### config.mk
export PLATFORM = sky130hd
export DESIGN_NAME = rgmon_reqgnt
export DESIGN_NICKNAME = d
export VERILOG_FILES = /design/src/rtl/rgmon_pkg.sv /design/src/rtl/rgmon_trigger.sv /design/src/rtl/rgmon_slot.sv /design/src/rtl/rgmon_verdict.sv /design/src/rtl/rgmon_reqgnt.sv
export SDC_FILE = /design/constraint.sdc
export NUM_CORES = 1
export LEC_CHECK = 0
export BUFFER_PORTS_ARGS = -buffer_cell sky130_fd_sc_hd__buf_2
export CORE_AREA = 4 4 41 43
export CTS_CLUSTER_DIAMETER = 80
export CTS_CLUSTER_SIZE = 20
export DETAILED_ROUTE_END_ITERATION = 8
export DIE_AREA = 0 0 45 47
export MAX_ROUTING_LAYER = met4
export SETUP_SLACK_MARGIN = 0.05
export SYNTH_ARGS = -nofsm -noshare
export SYNTH_HDL_FRONTEND = slang
export SYNTH_SLANG_ARGS = --single-unit
### constraint.sdc
create_clock -name clk -period 1 [get_ports clk]
set_clock_uncertainty 0.15 [all_clocks]
set_input_delay 0.2 -clock clk [delete_from_list [all_inputs] [get_ports clk]]
set_output_delay 0.2 -clock clk [all_outputs]
set_load 0.01 [all_outputs]
### src/rtl/rgmon_pkg.sv
package rgmon_pkg;

  typedef enum logic [1:0] {
    VERDICT_NONE = 2'd0,
    VERDICT_PASS = 2'd1,
    VERDICT_FAIL = 2'd2
  } verdict_e;

endpackage

### src/rtl/rgmon_trigger.sv
// Detects the opening edge of an attempt: req low in the previous
// sampled cycle and high in the current one. The history flag keeps
// the first cycle after reset from ever opening an attempt.
module rgmon_trigger (
  input  logic clk,
  input  logic rst,
  input  logic req,
  output logic start
);

  logic req_q;
  logic hist_vld;

  always_ff @(posedge clk) begin
    if (rst) begin
      req_q    <= 1'b0;
      hist_vld <= 1'b0;
    end else begin
      req_q    <= req;
      hist_vld <= 1'b1;
    end
  end

  assign start = hist_vld & ~req_q & req;

endmodule

### src/rtl/rgmon_slot.sv
// One thread slot. A slot is occupied when an attempt of its age is
// open in the current cycle. The verdict is combinational on the
// current req/gnt samples. The final slot has no request-only cycles left.
module rgmon_slot
  import rgmon_pkg::*;
#(
  parameter bit FINAL = 1'b0
) (
  input  logic     clk,
  input  logic     rst,
  input  logic     arm,
  input  logic     req,
  input  logic     gnt,
  output logic     alive,
  output verdict_e verdict
);

  always_ff @(posedge clk) begin
    if (rst) alive <= 1'b0;
    else     alive <= arm;
  end

  always_comb begin
    verdict = VERDICT_NONE;
    if (alive) begin
      if (gnt)                verdict = VERDICT_PASS;
      else if (req && !FINAL) verdict = VERDICT_NONE;
      else                    verdict = VERDICT_FAIL;
    end
  end

endmodule

### src/rtl/rgmon_verdict.sv
// Merges per-slot verdicts into registered pass/fail pulses.
module rgmon_verdict
  import rgmon_pkg::*;
#(
  parameter int SLOTS = 3
) (
  input  logic     clk,
  input  logic     rst,
  input  verdict_e verdicts [SLOTS],
  output logic     pass,
  output logic     fail
);

  logic pass_d;
  logic fail_d;

  always_comb begin
    pass_d = 1'b0;
    fail_d = 1'b0;
    for (int i = 0; i < SLOTS; i++) begin
      if (verdicts[i] == VERDICT_PASS) pass_d = 1'b1;
      if (verdicts[i] == VERDICT_FAIL) fail_d = 1'b1;
    end
  end

  always_ff @(posedge clk) begin
    if (rst) begin
      pass <= 1'b0;
      fail <= 1'b0;
    end else begin
      pass <= pass_d;
      fail <= fail_d;
    end
  end

endmodule

### src/rtl/rgmon_reqgnt.sv
// Runtime monitor: after req rises, req may stay high for up to
// MAX_REPEAT cycles with no grant, and then gnt must be seen.
module rgmon_reqgnt
  import rgmon_pkg::*;
#(
  parameter int MAX_REPEAT = 2
) (
  input  logic clk,
  input  logic rst,
  input  logic req,
  input  logic gnt,
  output logic pass,
  output logic fail
);

  localparam int SLOTS = MAX_REPEAT + 1;

  logic             start;
  logic [SLOTS-1:0] slot_alive;
  logic [SLOTS-1:0] slot_arm;
  verdict_e         slot_verdict [SLOTS];

  rgmon_trigger u_trigger (
    .clk   (clk),
    .rst   (rst),
    .req   (req),
    .start (start)
  );

  assign slot_arm[0] = start;

  // A slot arms from the opening edge (slot 0) or from a younger
  // thread that saw a request-only cycle.
  for (genvar g = 1; g < SLOTS; g++) begin : g_arm
    assign slot_arm[g] = slot_alive[g-1] & req & ~gnt;
  end

  for (genvar g = 0; g < SLOTS; g++) begin : g_slot
    rgmon_slot #(
      .FINAL (g == SLOTS - 1)
    ) u_slot (
      .clk     (clk),
      .rst     (rst),
      .arm     (slot_arm[g]),
      .req     (req),
      .gnt     (gnt),
      .alive   (slot_alive[g]),
      .verdict (slot_verdict[g])
    );
  end

  rgmon_verdict #(
    .SLOTS (SLOTS)
  ) u_verdict (
    .clk      (clk),
    .rst      (rst),
    .verdicts (slot_verdict),
    .pass     (pass),
    .fail     (fail)
  );

endmodule

==> results.json <==
{
  "failed_checks": "setup timing",
  "cts-buffers-inserted": 3,
  "synth_seq_area_share_pct": 65.1,
  "finalWirelength_um": 363,
  "worstPathRequired_ns": 0.65,
  "net-switching-power_mw": 0.116,
  "post-synth-top-area-fraction_pct": 65.1,
  "synth_cell_type_count": 6,
  "hold_depth": 2,
  "clock_tree.htree_level_count": 1,
  "criticalPathCategory": "reg2out",
  "p_sw_share_pct": 20.3,
  "synthMostInstantiatedCell": "sky130_fd_sc_hd__dfxtp_1",
  "synth_top_cells_by_area": "sky130_fd_sc_hd__dfxtp_1 (65%), sky130_fd_sc_hd__nor3b_1 (14%), sky130_fd_sc_hd__a2111oi_2 (7.0%)",
  "layout.core_utilization_pct": 25.4,
  "reg2reg_slack_ns": 0.08,
  "comb_power_share_pct": 5.9,
  "die_x_um": 45,
  "finalCriticalPeriod_ns": 1.02,
  "floorplan.die.height_um": 47,
  "nets_final": 32,
  "drtPass1Iterations": 1,
  "detail-route-antenna-nets": 0,
  "min_delay_worst_endpoint": "u_verdict.fail$_SDFF_PP0_",
  "clock-root-buffer": "sky130_fd_sc_hd__clkbuf_4",
  "grt_pass1_vias": 160,
  "fp.coreArea_um2": 1300,
  "worst_skew_pair.late_latency_ns": 0.25,
  "endpoint_kind": "primary output",
  "area_of_the_die_um2": 2120,
  "grt_start_max_net_pins": 5,
  "timing.critical_path.buf_inv": 1,
  "post_synth_instance_area_um2": 215,
  "reg2reg_depth": 2,
  "cp_data_arrival_time_ns": 0.67,
  "timing.final.max_slew_violations": 0,
  "viasPerCell": 3.69,
  "worstSetupStartpoint": "u_verdict.fail$_SDFF_PP0_",
  "mappedNetlistNets": 21,
  "power-per-cell-area_nw_per_um2": 1730,
  "synth_top_cells_by_count": "sky130_fd_sc_hd__dfxtp_1 (7), sky130_fd_sc_hd__nor3b_1 (4), sky130_fd_sc_hd__inv_1 (3)",
  "power.leakage_nw": 0.142,
  "postSynthCellCount": 17,
  "pwr-share-clk_pct": 43.4,
  "worstHoldStart": "gnt",
  "ys_seq_elements": 7,
  "slowest_cell_on_the_critical_path": "sky130_fd_sc_hd__dfxtp_2",
  "timing.critical_path.cells": "buf_6",
  "clk_pin_slew_worst_paths_ns": 0.05,
  "setup-violations-final": 2,
  "crit_path_max_incr_delay_ns": 0.31,
  "num_rows": 13,
  "tightestPinTransition_ns": 0.227,
  "cp_top_family": "flip-flops",
  "rsz0062_at_grt": "yes",
  "wire_per_inst_um": 8.64,
  "synth_enable_flop_cells": 0,
  "layout_worst_path_cycle_share_pct": 102,
  "run_status": "finished with violations",
  "timing.rr.start": "g_slot[2].u_slot.alive$_SDFF_PP0_",
  "intPower_mw": 0.456,
  "synth_flop_cell": "sky130_fd_sc_hd__dfxtp_1",
  "mean_instance_size_in_the_synthesized_netlist_um2": 12.7,
  "placed_area_um2": 259,
  "reg_to_reg_end": "u_verdict.fail$_SDFF_PP0_",
  "routed-via-count": 155,
  "area_delta_synth_final_pct": 53.5,
  "synth_largest_area_cell": "sky130_fd_sc_hd__dfxtp_1",
  "io-pin-count": 6,
  "post_route_cells_drive_above_1_share_pct": 51.9,
  "global_route_wire_length_before_repair_um": 662,
  "antenna_cells_inserted": 0,
  "synth-warning-count": 0,
  "max-cap-violations": 0,
  "min_path_type": "in2reg",
  "floorplan.initialDensity_pct": 16.5,
  "fin_hold_ws_ns": 0.0292,
  "tritoncts": "yes",
  "drt_iter0_drc": 0,
  "fmaxAchievable_ghz": 0.984,
  "grt.overflow.total": 0,
  "clkSinkCount": 7,
  "grt_antenna_before_repair": 0,
  "place.gp.congestion": 0.654,
  "worst_slew_margin_rel_pct": 84.9,
  "critical_path.max_fanout": 1,
  "placement.io_buffers": 5,
  "worst_setup_path_start_kind": "flop",
  "drc_errors": 0,
  "max-clock-path-buffers": 2,
  "proportion_of_power_drawn_by_flip_flops_and_latches_pct": 50.7,
  "postSynth.asyncResetShare_pct": 0,
  "finish.instance_area_um2": 330,
  "layout_setup_ws_ns": -0.0158,
  "global_route.usage.total_pct": 5.40,
  "max-vdd-ir-drop_uv": 695,
  "final_report_hold_violation_count": 0,
  "place_hpwl_um": 260
}
kinds of logic (layout without fill, tap and decap cells):
family / count (synthesis) / after routing / share of synthesized area [%]
AO/OA/AOI/OAI: 1 / 1 / 6.97
flip-flops: 7 / 7 / 65.1
AND/OR/NAND/NOR: 6 / 6 / 22.7
buffers and inverters: 3 / 13 / 5.23
flip-flops by register name, summed over array words and instances (netlist names):
name                 count
g_slot.u_slot.alive      3
u_trigger.hist_vld       1
u_trigger.req_q          1
u_verdict.fail           1
u_verdict.pass           1
cell usage in the layout, fill, tap and decap left out:
| cell | count |
|---|---|
| sky130_fd_sc_hd__nand2b_4 | 1 |
| sky130_fd_sc_hd__inv_2 | 1 |
| sky130_fd_sc_hd__nor3_4 | 1 |
| sky130_fd_sc_hd__inv_1 | 2 |
| sky130_fd_sc_hd__buf_2 | 4 |
| sky130_fd_sc_hd__dfxtp_1 | 5 |
| sky130_fd_sc_hd__buf_6 | 1 |
| sky130_fd_sc_hd__clkbuf_4 | 3 |
| sky130_fd_sc_hd__dfxtp_2 | 2 |
| sky130_fd_sc_hd__dlymetal6s4s_1 | 1 |
| sky130_fd_sc_hd__clkbuf_1 | 1 |
| sky130_fd_sc_hd__a2111oi_4 | 1 |
| sky130_fd_sc_hd__nor3b_1 | 4 |
through the flow:
step / TNS (ns) / std cells / setup slack [ns] / power [mW]
after floorplan: 0 / 17 / 0.0893 / 0.306
after global placement: 0 / 37 / 0.0505 / 0.320
after detailed placement: 0 / 37 / 0.0446 / 0.320
after CTS: -0.0541 / 42 / -0.0288 / 0.578
after global routing: -0.0883 / 42 / -0.0462 / 0.609
final: -0.0286 / 42 / -0.0158 / 0.572
metal layers:
metal	vias up	global-route usage, %	share of wire, %
li1	77	-	-
met1	68	5.26	44
met2	10	6.21	39
met3	0	5.75	17
met4	0	3.51	0
met5	-	-	0
power groups by stage:
stage | Combinational (mW) | Sequential (mW) | Clock (mW)
after floorplan | 0.0114 | 0.294 | 0
after detailed placement | 0.0259 | 0.294 | 0
after CTS | 0.0297 | 0.289 | 0.260
after global placement | 0.0259 | 0.294 | 0
final | 0.0340 | 0.290 | 0.248
after global routing | 0.0377 | 0.290 | 0.281
final cells by class:
| class | instances | area, um2 |
|---|---|---|
| inverter | 3 | 11.3 |
| sequential | 7 | 143 |
| timing repair buffer | 6 | 43.8 |
| fill | 146 | 971 |
| clock buffer | 4 | 26.3 |
| tap | 15 | 18.8 |
| multi-input combinational | 7 | 87.6 |
worst max path at each step:
| stage | endpoint | slack, ns | depth (start not counted) |
|---|---|---|---|
| after floorplan | u_verdict.fail$_SDFF_PP0_ | 0.09 | 2 |
| after global placement | u_verdict.fail$_SDFF_PP0_ | 0.05 | 2 |
| after detailed placement | u_verdict.fail$_SDFF_PP0_ | 0.04 | 2 |
| after CTS | fail | -0.03 | 1 |
| after global routing | pass | -0.05 | 1 |
| final | fail | -0.02 | 1 |
what timing repair did:
action | 4_1_cts | 5_1_grt
pin swaps | 1 | 2
setup endpoints to repair | 4 | 4
buffers inserted | 0 | 0
hold buffers | 1 | 0
gates resized for setup | 2 | 6
hold endpoints to repair | 1 | 0
(Power assumes the default switching activity.)
